<file path="config.mk">
export PLATFORM = sky130hd
export DESIGN_NAME = ser2par_slip
export DESIGN_NICKNAME = d
export VERILOG_FILES = /design/src/rtl/s2p_pkg.sv /design/src/rtl/s2p_rst_sync.sv /design/src/rtl/s2p_slip_qual.sv /design/src/rtl/s2p_word_timer.sv /design/src/rtl/s2p_shifter.sv /design/src/rtl/ser2par_slip.sv
export SDC_FILE = /design/constraint.sdc
export NUM_CORES = 1
export LEC_CHECK = 0
export ABC_AREA = 1
export BUFFER_PORTS_ARGS = -buffer_cell sky130_fd_sc_hd__buf_2
export CAP_MARGIN = 20
export CORE_ASPECT_RATIO = 0.9
export CORE_MARGIN = 5
export CORE_UTILIZATION = 40
export DETAILED_ROUTE_END_ITERATION = 10
export PLACE_DENSITY = 0.61
export SYNTH_ARGS = -nofsm -noshare
export SYNTH_HDL_FRONTEND = slang
export SYNTH_SLANG_ARGS = --single-unit
</file>
<file path="constraint.sdc">
create_clock -name clk_ser -period 3.51 [get_ports clk_ser]
set_input_delay 0.5265 -clock clk_ser [delete_from_list [all_inputs] [get_ports clk_ser]]
set_output_delay 0.5265 -clock clk_ser [all_outputs]
set_load 0.02 [all_outputs]
</file>
<file path="src/rtl/s2p_pkg.sv">
package s2p_pkg;
  localparam int unsigned S2P_WORD_W = 16;
  localparam int unsigned S2P_QUAL   = 4;
endpackage

</file>
<file path="src/rtl/s2p_rst_sync.sv">
module s2p_rst_sync (
  input  logic clk,
  input  logic rst_n,
  output logic rst_ok
);
  logic s0_q, s1_q;

  always_ff @(posedge clk or negedge rst_n) begin
    if (!rst_n) begin
      s0_q <= 1'b0;
      s1_q <= 1'b0;
    end else begin
      s0_q <= 1'b1;
      s1_q <= s0_q;
    end
  end

  assign rst_ok = s1_q;
endmodule

</file>
<file path="src/rtl/s2p_slip_qual.sv">
module s2p_slip_qual #(
  parameter int unsigned QUAL = s2p_pkg::S2P_QUAL
) (
  input  logic clk,
  input  logic rst_ok,
  input  logic slip_req,
  output logic hold
);
  localparam int unsigned RW = $clog2(QUAL + 1);
  localparam logic [RW-1:0] RUN_MAX = RW'(QUAL);
  localparam logic [RW-1:0] RUN_ARM = RW'(QUAL - 1);

  logic [RW-1:0] run_q, run_nxt;
  logic          fire_q, fire_nxt;

  always_comb begin
    run_nxt  = '0;
    fire_nxt = 1'b0;
    if (slip_req) begin
      run_nxt  = (run_q == RUN_MAX) ? RUN_MAX : run_q + 1'b1;
      fire_nxt = (run_q == RUN_ARM);
    end
  end

  always_ff @(posedge clk or negedge rst_ok) begin
    if (!rst_ok) begin
      run_q  <= '0;
      fire_q <= 1'b0;
    end else begin
      run_q  <= run_nxt;
      fire_q <= fire_nxt;
    end
  end

  assign hold = fire_q;

  // a qualified request yields a single hold cycle
  a_r6_single_fire: assert property (@(posedge clk) disable iff (!rst_ok)
    fire_q |=> !fire_q);
  // a hold is only ever preceded by a high request sample
  a_r5_fire_needs_req: assert property (@(posedge clk) disable iff (!rst_ok)
    fire_q |-> $past(slip_req));
endmodule

</file>
<file path="src/rtl/s2p_word_timer.sv">
module s2p_word_timer #(
  parameter int unsigned WORD_W = s2p_pkg::S2P_WORD_W
) (
  input  logic clk,
  input  logic rst_ok,
  input  logic hold,
  output logic wrap,
  output logic word_clk
);
  localparam int unsigned CW = $clog2(WORD_W);
  localparam logic [CW-1:0] LAST = CW'(WORD_W - 1);
  localparam logic [CW-1:0] HALF = CW'(WORD_W / 2);

  logic [CW-1:0] cnt_q, cnt_nxt;
  logic          wclk_q, wclk_nxt;

  always_comb begin
    wrap = 1'b0;
    if (hold) begin
      cnt_nxt = cnt_q;
    end else if (cnt_q == LAST) begin
      cnt_nxt = '0;
      wrap    = 1'b1;
    end else begin
      cnt_nxt = cnt_q + 1'b1;
    end
    wclk_nxt = (cnt_nxt >= HALF);
  end

  always_ff @(posedge clk or negedge rst_ok) begin
    if (!rst_ok) begin
      cnt_q  <= '0;
      wclk_q <= 1'b0;
    end else begin
      cnt_q  <= cnt_nxt;
      wclk_q <= wclk_nxt;
    end
  end

  assign word_clk = wclk_q;

  // the word clock falls only as the counter wraps to zero
  a_r2_fall_at_wrap: assert property (@(posedge clk) disable iff (!rst_ok)
    $fell(wclk_q) |-> (cnt_q == '0));
  // a slip freezes the bit counter for one cycle
  a_r7_hold_freezes: assert property (@(posedge clk) disable iff (!rst_ok)
    hold |=> $stable(cnt_q));
endmodule

</file>
<file path="src/rtl/s2p_shifter.sv">
module s2p_shifter #(
  parameter int unsigned WORD_W = s2p_pkg::S2P_WORD_W
) (
  input  logic              clk,
  input  logic              rst_ok,
  input  logic              bit_in,
  input  logic              load,
  output logic [WORD_W-1:0] word
);
  logic [WORD_W-1:0] sr_q, sr_nxt;
  logic [WORD_W-1:0] out_q, out_nxt;

  always_comb begin
    sr_nxt  = {sr_q[WORD_W-2:0], bit_in};
    out_nxt = load ? sr_nxt : out_q;
  end

  always_ff @(posedge clk or negedge rst_ok) begin
    if (!rst_ok) begin
      sr_q  <= '0;
      out_q <= '0;
    end else begin
      sr_q  <= sr_nxt;
      out_q <= out_nxt;
    end
  end

  assign word = out_q;
endmodule

</file>
<file path="src/rtl/ser2par_slip.sv">
module ser2par_slip #(
  parameter int unsigned WORD_W = s2p_pkg::S2P_WORD_W,
  parameter int unsigned QUAL   = s2p_pkg::S2P_QUAL
) (
  input  logic              clk_ser,
  input  logic              rst_n,
  input  logic              ser_main,
  input  logic              ser_loop,
  input  logic              loop_sel,
  input  logic              slip_req,
  output logic              word_clk,
  output logic [WORD_W-1:0] word_out
);
  logic rst_ok;
  logic ser_bit;
  logic hold;
  logic wrap;

  s2p_rst_sync u_rst (
    .clk    (clk_ser),
    .rst_n  (rst_n),
    .rst_ok (rst_ok)
  );

  assign ser_bit = loop_sel ? ser_loop : ser_main;

  s2p_slip_qual #(.QUAL(QUAL)) u_qual (
    .clk      (clk_ser),
    .rst_ok   (rst_ok),
    .slip_req (slip_req),
    .hold     (hold)
  );

  s2p_word_timer #(.WORD_W(WORD_W)) u_timer (
    .clk      (clk_ser),
    .rst_ok   (rst_ok),
    .hold     (hold),
    .wrap     (wrap),
    .word_clk (word_clk)
  );

  s2p_shifter #(.WORD_W(WORD_W)) u_shift (
    .clk    (clk_ser),
    .rst_ok (rst_ok),
    .bit_in (ser_bit),
    .load   (wrap),
    .word   (word_out)
  );

  // the parallel word moves only with a falling word clock
  a_r3_out_on_fall: assert property (@(posedge clk_ser) disable iff (!rst_ok)
    !$stable(word_out) |-> $fell(word_clk));
  // a falling word clock always coincides with a fresh word load
  a_r1_fall_loads: assert property (@(posedge clk_ser) disable iff (!rst_ok)
    $fell(word_clk) |-> $past(wrap));
endmodule

</file>
==> metrics.md <==
| Metric | Value |
|---|---|
| RSZ-0062 raised after global routing | `no` |
| Tmin final | `around 1.5 ns` |
| Slew headroom | `~53%` |
| Starting density of the core | `between 40% and 50%` |
| Max Fclk | `0.654 GHz` |
| Vias in the first global route | `around 940` |
| Reg2Reg Depth | `4` |
| Async set or reset register ratio after synthesis | `100%` |
| Yosys cell types | `17` |
| GR peak layer | `met2` |
| Post-route DRC | `0` |
| Worst Path Required | `3.68 ns` |
| Syn Area/Cell | `between 10 and 15 um2` |
| Dpl hpwl | `1670 um` |
| Routed vias | `slightly above 900` |
| Clk_skew | `between 0.009 and 0.01 ns` |
| Clock latency on the worst-skew pair | `between 0.2 and 0.3 ns` |
| Final wirelength | `2350 um` |
| Fin util | `between 40 and 50%` |
| Cell taking the most area after synthesis | `dfrtp_1` |
| Total I/O pin count | `23` |
| Setup Crit Path Kind | `flip-flop to flip-flop` |
| Die Area | `roughly 0.005 mm2` |
| GR Util met1 | `around 14%` |
| Status | `complete, no violations` |
| Core ar. | `between 0.003 and 0.004 mm2` |
| Min-delay worst type | `flip-flop to async pin` |
| Startpoint types | `flip-flop` |
| Crit path arrival time | `1.70 ns` |
| Mapped Cells | `133` |
| CTS Buffer Depth | `2` |
| LEAKAGE | `0.950 nW` |
| Die extent in x | `roughly 74 um` |
| CTS root buffer | `clkbuf_8` |
| VDD IR-drop max | `298 uV` |
| Initial antenna violation count | `0` |
| Ant diodes | `0` |
| Yosys top cell area share | `a little under three quarters` |
| Yosys warnings | `0` |
| CTS tree | `done` |
| Post-DRT Antenna Nets | `0` |
| Final hold viol count | `0` |
| Worst R2R End | `u_shift.word[10]` |
| CTS sink count | `42` |
| GRT met3 Usage | `4.61%` |
| Worst slew pin tran | `~0.7 ns` |
| Post-synthesis xor/xnor area fraction | `less than 1%` |
| Layout Nets | `approximately 170` |
| Post-synth top flop | `dfrtp_1` |
| Num CTS Buffers | `5` |
| First-pass GRT wire length | `4240 um` |
| Slew Limit Fails | `0` |
| Number of port buffers | `22` |
| CP Max Fanout | `16` |
| Main combinational cell family by area after synthesis | `simple AND/OR/NAND/NOR gates` |
| Vias per cell | `4.42` |
| Power per Cell Area | `813 mW/mm2` |
| GR met2 Demand/Resource | `between 15 and 20%` |
| Synth Register Bits | `between 40 and 50` |
| Post-synthesis compound-gate area fraction | `0.857%` |
| RePlAce Congestion | `0.802` |
| Die height | `around 67 um` |
| Most frequent cell after synthesis | `nand2_1` |
| R2R Setup Slk | `1.98 ns` |
| Syn Std Cell Area | `0.00146 mm2` |
| 1st-pass router iterations | `2` |
| Rows | `20` |
| Synthesis-to-finish area growth | `17.9%` |
| Worst r2r src | `u_timer.cnt_q[1]` |
| Synth area leaders | `dfrtp_1 72%, nand2_1 16%, ha_1 3.4%` |
| Adder-cell share of the synthesized area | `3.43%` |
| Post-synth EDFFs | `0` |
| Iteration-0 DRC Markers | `27` |
| Share of layout cells above drive strength 1 | `between 10% and 20%` |
| Syn nets | `about 140` |
| Top cells by count, synth | `62 x nand2_1, 42 x dfrtp_1, 9 x inv_1, 4 x ha_1, 3 x nor2_1` |
| Maximum Capacitance Violations | `0` |
| Post-CTS Resized | `0` |
| Endpoints failing setup | `0` |
| Final worst path period share | `a little over two fifths` |
| Global Route Usage Sum | `11.3%` |
| Simple-gate share of the synthesized area | `~20%` |
| Post-synthesis sequential area ratio | `72.0%` |
| WL per Instance | `roughly 11 um` |
| Setup TNS | `0 ns` |
| Total congestion overflow | `0` |
| Post-synthesis mux area share | `0%` |
| Largest net degree at the start of global routing | `23` |
| Clk pin slew, worst setup/hold paths | `0.08 ns` |
| Crit. End Element | `flip-flop` |
| H-tree levels | `2` |
==> critical path: stages, from the launching register on <==
cell and delay [ns]:
dfrtp_1 0.37, ha_1 0.20, nand4_1 0.56, nand2_1 0.21
nand2_1 0.07
==> worst max path at each step <==
stage                          start               end  slack, ns  depth (start not counted)
floorplan               u_rst.rst_ok       u_qual.hold       2.25                          0
global placement    u_timer.cnt_q[0]   u_shift.word[0]       2.05                          4
detailed placement  u_timer.cnt_q[0]   u_shift.word[0]       1.94                          4
CTS                 u_timer.cnt_q[0]  u_shift.word[10]       1.95                          4
global route        u_timer.cnt_q[0]   u_shift.word[2]       1.79                          4
finish              u_timer.cnt_q[1]  u_shift.word[10]       1.98                          4
==> registers in the layout (all words and copies together), names as in the netlist <==
| register | cells |
|---|---|
| u_rst.rst_ok | 1 |
| u_timer.cnt_q | 4 |
| u_timer.word_clk | 1 |
| u_shift.word | 16 |
| u_shift.sr_q | 15 |
| u_rst.s0_q | 1 |
| u_qual.hold | 1 |
| u_qual.run_q | 3 |
==> report_power, final <==
part	switching [mW]	total (mW)	internal, mW
combinational	0.262	0.399	0.137
clock	0.148	0.307	0.158
sequential	0.0797	0.695	0.615
==> layout make-up <==
cell class | count | area, um2
repair buffers | 24 | 128
inverters | 10 | 37.5
fillers | 335 | 1730
well taps | 44 | 55.1
clock buffers | 7 | 86.3
flip-flops and latches | 42 | 1050
clock inverters | 1 | 5.00
multi-input cells | 79 | 359
==> cell families (layout without fill, tap and decap cells) <==
kind of cell / count (synthesis) / count (layout)
XOR/XNOR: 1 / 1
buffers and inverters: 12 / 42
adder cells (fa/ha/maj): 4 / 4
other: 1 / 1
flip-flops: 42 / 42
AND/OR/NAND/NOR: 71 / 71
AO/OA/AOI/OAI: 2 / 2
==> per-stage QoR <==
stage | setup WS, ns | hold WS, ns | instances | instance area [um2] | power [mW]
global placement | 2.05 | 0.311 | 198 | 1620 | 1.09
global route | 1.79 | 0.370 | 207 | 1720 | 1.51
finish | 1.98 | 0.289 | 207 | 1720 | 1.40
floorplan | 2.25 | 0.231 | 133 | 1460 | 0.971
detailed placement | 1.94 | 0.312 | 198 | 1620 | 1.11
CTS | 1.95 | 0.000386 | 206 | 1710 | 1.42
==> metal layers <==
metal,share of wire (%),vias up
met5,0,-
met4,0.64,0
met3,7.2,2
met2,44,24
met1,48,430
li1,-,459
==> repair_timing <==
| item | 4_1_cts | 5_1_grt |
|---|---|---|
| buffers inserted | 0 | 0 |
| endpoints found under the hold margin | 0 | 2 |
| hold buffers | 0 | 1 |
==> cell usage in the layout (no fill, tap or decap), types with 2 or more instances in the layout <==
cell type	count
inv_1	9
clkbuf_8	6
dfrtp_1	42
nand2_1	62
nor2_1	3
buf_2	22
ha_1	4
nand3_1	2
Note: power is estimated with default switching activity, not from simulation.
